==> src/rtl/rp_pkg.sv <==
package rp_pkg;
  typedef enum logic [1:0] {
    LM_OFF  = 2'd0,
    LM_FULL = 2'd1,
    LM_HIGH = 2'd2,
    LM_LOW  = 2'd3
  } lane_mode_e;
endpackage

==> src/rtl/rp_result_hold.sv <==
module rp_result_hold #(
  parameter int RES_W = 12
) (
  input  logic             clk_i,
  input  logic             rst_ni,
  input  logic             load_i,
  input  logic [RES_W-1:0] word_i,
  output logic [RES_W-1:0] word_o
);
  always_ff @(posedge clk_i or negedge rst_ni) begin
    if (!rst_ni)     word_o <= '0;
    else if (load_i) word_o <= word_i;
  end
endmodule

==> src/rtl/rp_lane_sel.sv <==
module rp_lane_sel
  import rp_pkg::*;
(
  input  logic       clk_i,
  input  logic       rst_ni,
  input  logic       read_ok_i,
  input  logic       wide_i,
  input  logic       byte_sel_i,
  output lane_mode_e mode_o
);
  logic       sel_q;
  lane_mode_e mode_d;

  // a byte address that differs from last cycle's forces an off cycle
  always_comb begin
    mode_d = LM_OFF;
    if (read_ok_i) begin
      if (wide_i)                   mode_d = LM_FULL;
      else if (byte_sel_i == sel_q) mode_d = byte_sel_i ? LM_LOW : LM_HIGH;
    end
  end

  always_ff @(posedge clk_i or negedge rst_ni) begin
    if (!rst_ni) begin
      sel_q  <= 1'b0;
      mode_o <= LM_OFF;
    end else begin
      sel_q  <= byte_sel_i;
      mode_o <= mode_d;
    end
  end
endmodule

==> src/rtl/rp_lane_drive.sv <==
module rp_lane_drive
  import rp_pkg::*;
#(
  parameter int RES_W = 12,
  parameter int BUS_W = 8
) (
  input  lane_mode_e       mode_i,
  input  logic [RES_W-1:0] word_i,
  output logic [RES_W-1:0] data_o,
  output logic [RES_W-1:0] oe_o
);
  localparam int LOW_W   = RES_W - BUS_W;
  localparam int BYTE_LO = RES_W - BUS_W;
  localparam int NIB_LO  = RES_W - LOW_W;

  for (genvar i = 0; i < RES_W; i++) begin : g_lane
    logic low_bit;
    if (i >= NIB_LO) begin : g_nib
      assign low_bit = word_i[i-NIB_LO];
    end else begin : g_pad
      assign low_bit = 1'b0;
    end

    always_comb begin
      data_o[i] = 1'b0;
      oe_o[i]   = 1'b0;
      unique case (mode_i)
        LM_FULL: begin
          data_o[i] = word_i[i];
          oe_o[i]   = 1'b1;
        end
        LM_HIGH: begin
          data_o[i] = (i >= BYTE_LO) ? word_i[i] : 1'b0;
          oe_o[i]   = (i >= BYTE_LO);
        end
        LM_LOW: begin
          data_o[i] = low_bit;
          oe_o[i]   = (i >= BYTE_LO);
        end
        default: ;
      endcase
    end
  end
endmodule

==> src/rtl/result_read_port.sv <==
module result_read_port
  import rp_pkg::*;
#(
  parameter int RES_W = 12,
  parameter int BUS_W = 8
) (
  input  logic             clk_i,
  input  logic             rst_ni,
  input  logic             chip_en_i,
  input  logic             chip_sel_ni,
  input  logic             rd_cnv_i,
  input  logic             wide_mode_i,
  input  logic             byte_sel_i,
  input  logic             busy_i,
  input  logic             done_i,
  input  logic [RES_W-1:0] result_i,
  output logic [RES_W-1:0] data_o,
  output logic [RES_W-1:0] data_oe_o
);
  logic [RES_W-1:0] word_q;
  lane_mode_e       mode_q;
  logic             read_ok;

  assign read_ok = rd_cnv_i & chip_en_i & ~chip_sel_ni & ~busy_i;

  rp_result_hold #(.RES_W(RES_W)) i_hold (
    .clk_i  (clk_i),
    .rst_ni (rst_ni),
    .load_i (done_i),
    .word_i (result_i),
    .word_o (word_q)
  );

  rp_lane_sel i_sel (
    .clk_i      (clk_i),
    .rst_ni     (rst_ni),
    .read_ok_i  (read_ok),
    .wide_i     (wide_mode_i),
    .byte_sel_i (byte_sel_i),
    .mode_o     (mode_q)
  );

  rp_lane_drive #(.RES_W(RES_W), .BUS_W(BUS_W)) i_drive (
    .mode_i (mode_q),
    .word_i (word_q),
    .data_o (data_o),
    .oe_o   (data_oe_o)
  );
endmodule

==> config.mk <==
export PLATFORM = sky130hd
export DESIGN_NAME = result_read_port
export DESIGN_NICKNAME = d
export VERILOG_FILES = /design/src/rtl/rp_pkg.sv /design/src/rtl/rp_result_hold.sv /design/src/rtl/rp_lane_sel.sv /design/src/rtl/rp_lane_drive.sv /design/src/rtl/result_read_port.sv
export SDC_FILE = /design/constraint.sdc
export NUM_CORES = 1
export LEC_CHECK = 0
export ABC_AREA = 1
export BUFFER_PORTS_ARGS = -buffer_cell sky130_fd_sc_hd__buf_2
export CAP_MARGIN = 10
export CORE_ASPECT_RATIO = 0.8
export CORE_MARGIN = 1.5
export CORE_UTILIZATION = 41
export CTS_BUF_LIST = sky130_fd_sc_hd__clkbuf_4 sky130_fd_sc_hd__clkbuf_8
export DETAILED_ROUTE_END_ITERATION = 6
export PLACE_DENSITY = 0.77
export SKIP_LAST_GASP = 1
export SYNTH_ARGS = -nofsm -noshare
export SYNTH_HDL_FRONTEND = slang
export SYNTH_SLANG_ARGS = --single-unit
==> constraint.sdc <==
create_clock -name clk_i -period 1 [get_ports clk_i]
set_clock_uncertainty 0.05 [all_clocks]
set_input_delay 0.15 -clock clk_i [delete_from_list [all_inputs] [get_ports clk_i]]
set_output_delay 0.15 -clock clk_i [all_outputs]
set_load 0.005 [all_outputs]
### Yosys cells after proc, flatten, opt, wreduce, memory -nomap -nowiden

Cells that the tools add are included.

* register bits after elaboration: 15
* latch bits: 0
* bits in writable memories: 0
* bits in read-only memories: 0
* input port bits: 21
* output and inout port bits: 24
* memories: 0

* add/sub/neg operators: 0
* multipliers: 0
* div/mod/pow operators: 0
* order comparisons: 0
* equal/unequal tests: 4
* shifts and indexed selects: 0
* muxes and demuxes: 18
* bitwise operators: 5
* reductions and logical operators: 2

Operators with widths (count)
* $mux W1: 11
* $pmux W1 S2: 4
* $mux W2: 3
* $eq A2 B2 Y1 const B: 2
* $and A1 B1 Y1: 3
* $reduce_or A3 Y1: 1
* $eq A2 B1 Y1 const B: 1
* $not A1 Y1: 2
* $reduce_or A2 Y1: 1
* $eq A1 B1 Y1: 1

### Logic depth before layout (Yosys ltp)

* word-level depth: 4
* gate-level depth with buffers: 5
* mapped depth without buffers: 4

### Hierarchy

A second synthesis with hierarchy kept.

* cells, all modules: 111
* area total of the unflattened synthesis: 828.3 um^2

Modules (own cells, without submodules)
* rp_result_hold: times used 1, cells each 51, area each 457.9 um^2, seq. area each 300.3 um^2
* rp_lane_drive: times used 1, cells each 45, area each 239.0 um^2, seq. area each 0.0 um^2
* rp_lane_sel: times used 1, cells each 10, area each 110.1 um^2, seq. area each 75.1 um^2
* result_read_port: times used 1, cells each 5, area each 21.3 um^2, seq. area each 0.0 um^2

### Worst setup path before layout

No wires, ideal clock.

* path kind: reg-to-output
* from: register i_sel.mode_o[0]
* to: output port data_o[10]
* arrival: 1.007 ns
* required time: 0.800 ns
* path slack: -0.207 ns
* cell stages (with the launch flop): 6
* buffers on the path: 1
* cell sequence: dfrtp_1 > inv_1 > ha_1 > buf_2 > nand2_1 > a21oi_1

* word-level cells in the longest chain between the ends: 3
* elaborated cells on any way between the ends: 5

Ends and longest elaborated chain
* start: declaration: RTL line rp_lane_sel.sv:9 `output lane_mode_e mode_o`
* start signal: assignment: RTL line rp_lane_sel.sv:29 `mode_o <= mode_d;`
* $eq A2 B1 Y1 / $eq A2 B2 Y1 (equally long branches): RTL line rp_lane_drive.sv:27 `unique case (mode_i)`
* $reduce_or A2 Y1 (no line)
* $pmux W1 S2 *: RTL line rp_lane_drive.sv:27
* end: declaration: RTL line result_read_port.sv:17 `output logic [RES_W-1:0] data_o,`

Mark *: on every way between the ends. The rest lies on a longest branch, timed or not.

### Worst setup path after layout

* from: register i_sel.mode_o[0]
* to: output port data_o[8]

Same word-level chain as after synthesis.

==> key figures <==
Outcome
  • Status: finished, violations left
  • Failing checks: negative setup slack

Timing
  • Fin. Hold Viols: 0
  • Setup TNS: -10.71 ns
  • Final Setup Violations: 25
  • RSZ-0062 raised after global routing: yes
  • Min Tclk post-route: 1.56 ns
  • Fmax: 642 MHz
  • Slew @ Worst Pin: 0.350 ns
  • Final hold slack: 0.0215 ns
  • Slew Limit Fails: 0
  • Final setup margin: -0.557 ns
  • Slew headroom: roughly three quarters
  • Period Utilization, post-route: 156%

Setup path
  • Worst R2R Path Depth: 3
  • CP startpoint kind: flop
  • WS Path Type: reg2out
  • CP required: 0.80 ns
  • Reg-to-reg setup timing slack: -0.03 ns
  • CP max FO: 8
  • Crit end category: primary output
  • Crit Reg-Reg Startpoint: i_sel.sel_q$_DFF_PN0_
  • Reg-to-reg endpoint: i_sel.mode_o[1]$_DFF_PN0_
  • Critical path data arrival time: 1.36 ns

Global routing
  • Vias in the first global route: 645
  • First-pass GRT wire length: between 2000 and 3000 um
  • Initial antenna violation count: 0
  • Global Route Usage Sum: 15.9%
  • Gr ovfl total: 0
  • Largest net degree at the start of global routing: 25

Synth
  • FFs w/ async S/R, synth: 100%
  • Synth Area in XOR/XNOR: 0%
  • Most frequent cell after synthesis: nand2_1
  • Post-synth EDFFs: 0
  • Area contributors post-synth: dfrtp_1, nand2_1, buf_4
  • Synth top area share: 45.5%
  • Synth warn: 0
  • Mux cell area share after synthesis: 0%
  • Adder-Cell Fraction of Synth Area: 6.07%
  • Synthesized cell area: 825 um2
  • Largest family of logic cells by synthesized area: buffers and inverters
  • Mean Syn Cell Area: a little under 8 um2
  • Post-synth cell types: 11
  • Post-synth top cells: nand2_1, inv_1, dfrtp_1
  • Compound-Gate Fraction of Synth Area: under 10%
  • Seq/Total Area, Yosys: 45.5%
  • Syn Inst Count: 107
  • Synth Flop Type: dfrtp_1
  • Synth Area in Simple Gates: 16.2%
  • Dominant cell type by area after synthesis: dfrtp_1
  • Number of synthesized register bits: 15
  • Mapped Nets: 132

Job
  • Maxcap violations: 0

Power and ir drop
  • Maximum VDD drop: approximately 0.64 mV
  • Final Power: 0.00124 W
  • Leak: a little under 0.7 nW
  • PwrDens: 1080 nW/um2

Die
  • Initial Util: 43.6%
  • CORE AREA: between 1500 and 2000 um2
  • Die width: between 50 and 60 um
  • Num rows: 14
  • I/O pin cnt: between 40 and 50
  • Die Ht: around 43 um
  • Die Area: 2290 um2

Route
  • Wirelength, routed: approximately 1800 um
  • Routed Antenna Nets: 0
  • WL/cell: 10.3 um
  • Via density: 4.42
  • DR vias: 755
  • Residual DRC: 0
  • 1st-iter DRT viols: 6
  • DRT Pass-1 Iters: 4

Placed design
  • I/O Buffers: 44
  • Hpwl dp: 1310 um
  • Cell Area, Placed: ~1000 um2
  • Place WS: -0.268 ns
  • GPL Wtd Cong: ~0.76

Worst hold path
  • Hold path endpoint: i_hold.word_o[5]$_DFFE_PN0P_
  • Min-delay worst type: in2reg
  • Origin of the worst min-delay path: result_i[5]
  • Hold depth: 3

Clocking
  • CTS Buf Count: 3
  • Clock root buffer: clkbuf_4
  • CTS H-tree depth: 1
  • Clock insertion delay at the later pin of the skew report: around 0.27 ns
  • TritonCTS clock tree: built
  • Clock Sinks: 15
  • Reg clk slew, reported paths: 0.09 ns
  • Longest Clk Path Bufs: 2

Cells and area
  • Synth-to-Final Area Change: 39.8%
  • Fraction of layout cells with a size suffix above 1: between 40% and 50%
  • Diode count: 0
  • Design area: between 1000 and 1500 um2
  • Post-layout net count: 173
## state kept, by name, summed over array words and instances, names as in the netlist
register	count
i_hold.word_o	12
i_sel.sel_q	1
i_sel.mode_o	2
## stage by stage
step,std cells,util (%)
finish,171,60.9
global route,171,60.9
CTS,169,59.7
detailed placement,162,53.8
global placement,162,53.8
floorplan,107,-
## layout make-up
| class | count | area, um2 |
|---|---|---|
| clock buffer | 4 | 30.0 |
| multi-input combinational | 55 | 307 |
| tap | 24 | 30.0 |
| sequential | 15 | 375 |
| timing repair buffer | 49 | 313 |
| fill | 177 | 739 |
| inverter | 24 | 97.6 |
## per-layer routing
layer,GRT usage [%],vias to the layer above,part of all wire [%]
li1,-,386,-
met1,20.5,338,45
met2,27.8,31,50
met3,3.17,0,5.0
met4,3.08,0,0
met5,0,-,0
## worst max-delay path, cell delays in order (launching register included)
cell and delay (ns):
dfrtp_1 0.40, inv_2 0.06, ha_4 0.33, nand2_2 0.06, a21oi_2 0.12, buf_2 0.12
## power breakdown
part | internal, W | switching, W
Sequential | 0.000653 | 0.0000333
Clock | 0.000182 | 0.000189
Combinational | 0.0000940 | 0.0000912
## worst max path at each step
stage / startpoint / end / slack, ns / depth (start not counted)
detailed placement: i_sel.mode_o[1]$_DFF_PN0_ / data_o[8] / -0.27 / 5
finish: i_sel.mode_o[0]$_DFF_PN0_ / data_o[8] / -0.56 / 5
global route: i_sel.mode_o[0]$_DFF_PN0_ / data_o[8] / -0.64 / 5
CTS: i_sel.mode_o[0]$_DFF_PN0_ / data_o[8] / -0.57 / 5
global placement: i_sel.mode_o[0]$_DFF_PN0_ / data_o[8] / -0.24 / 5
floorplan: i_sel.mode_o[0]$_DFF_PN0_ / data_o[10] / -0.14 / 5
## placed cells by master (no fill, tap or decap)
master / instances
a21oi_2: 4
buf_2: 36
buf_4: 3
buf_6: 8
clkbuf_4: 4
dfrtp_1: 15
dlygate4sd3_1: 2
ha_1: 3
ha_4: 1
inv_1: 21
inv_2: 2
inv_8: 1
nand2_1: 24
nand2_2: 6
nor2_1: 4
o21ai_0: 11
o21ai_1: 1
or2_0: 1
## repair_timing
action                     4_1_cts  5_1_grt
gates cloned                     0        0
setup endpoints to repair       25       25
setup buffers                    1        2
hold buffers                     2        0
pin swaps                        2        2
hold endpoints to repair        16        0
gates resized for setup         11        3
## cells by family after synthesis
group	after synthesis
adder cells (fa/ha/maj)	4
AND/OR/NAND/NOR	35
buffers and inverters	37
flip-flops	15
AO/OA/AOI/OAI	16
(Power assumes the default switching activity.)
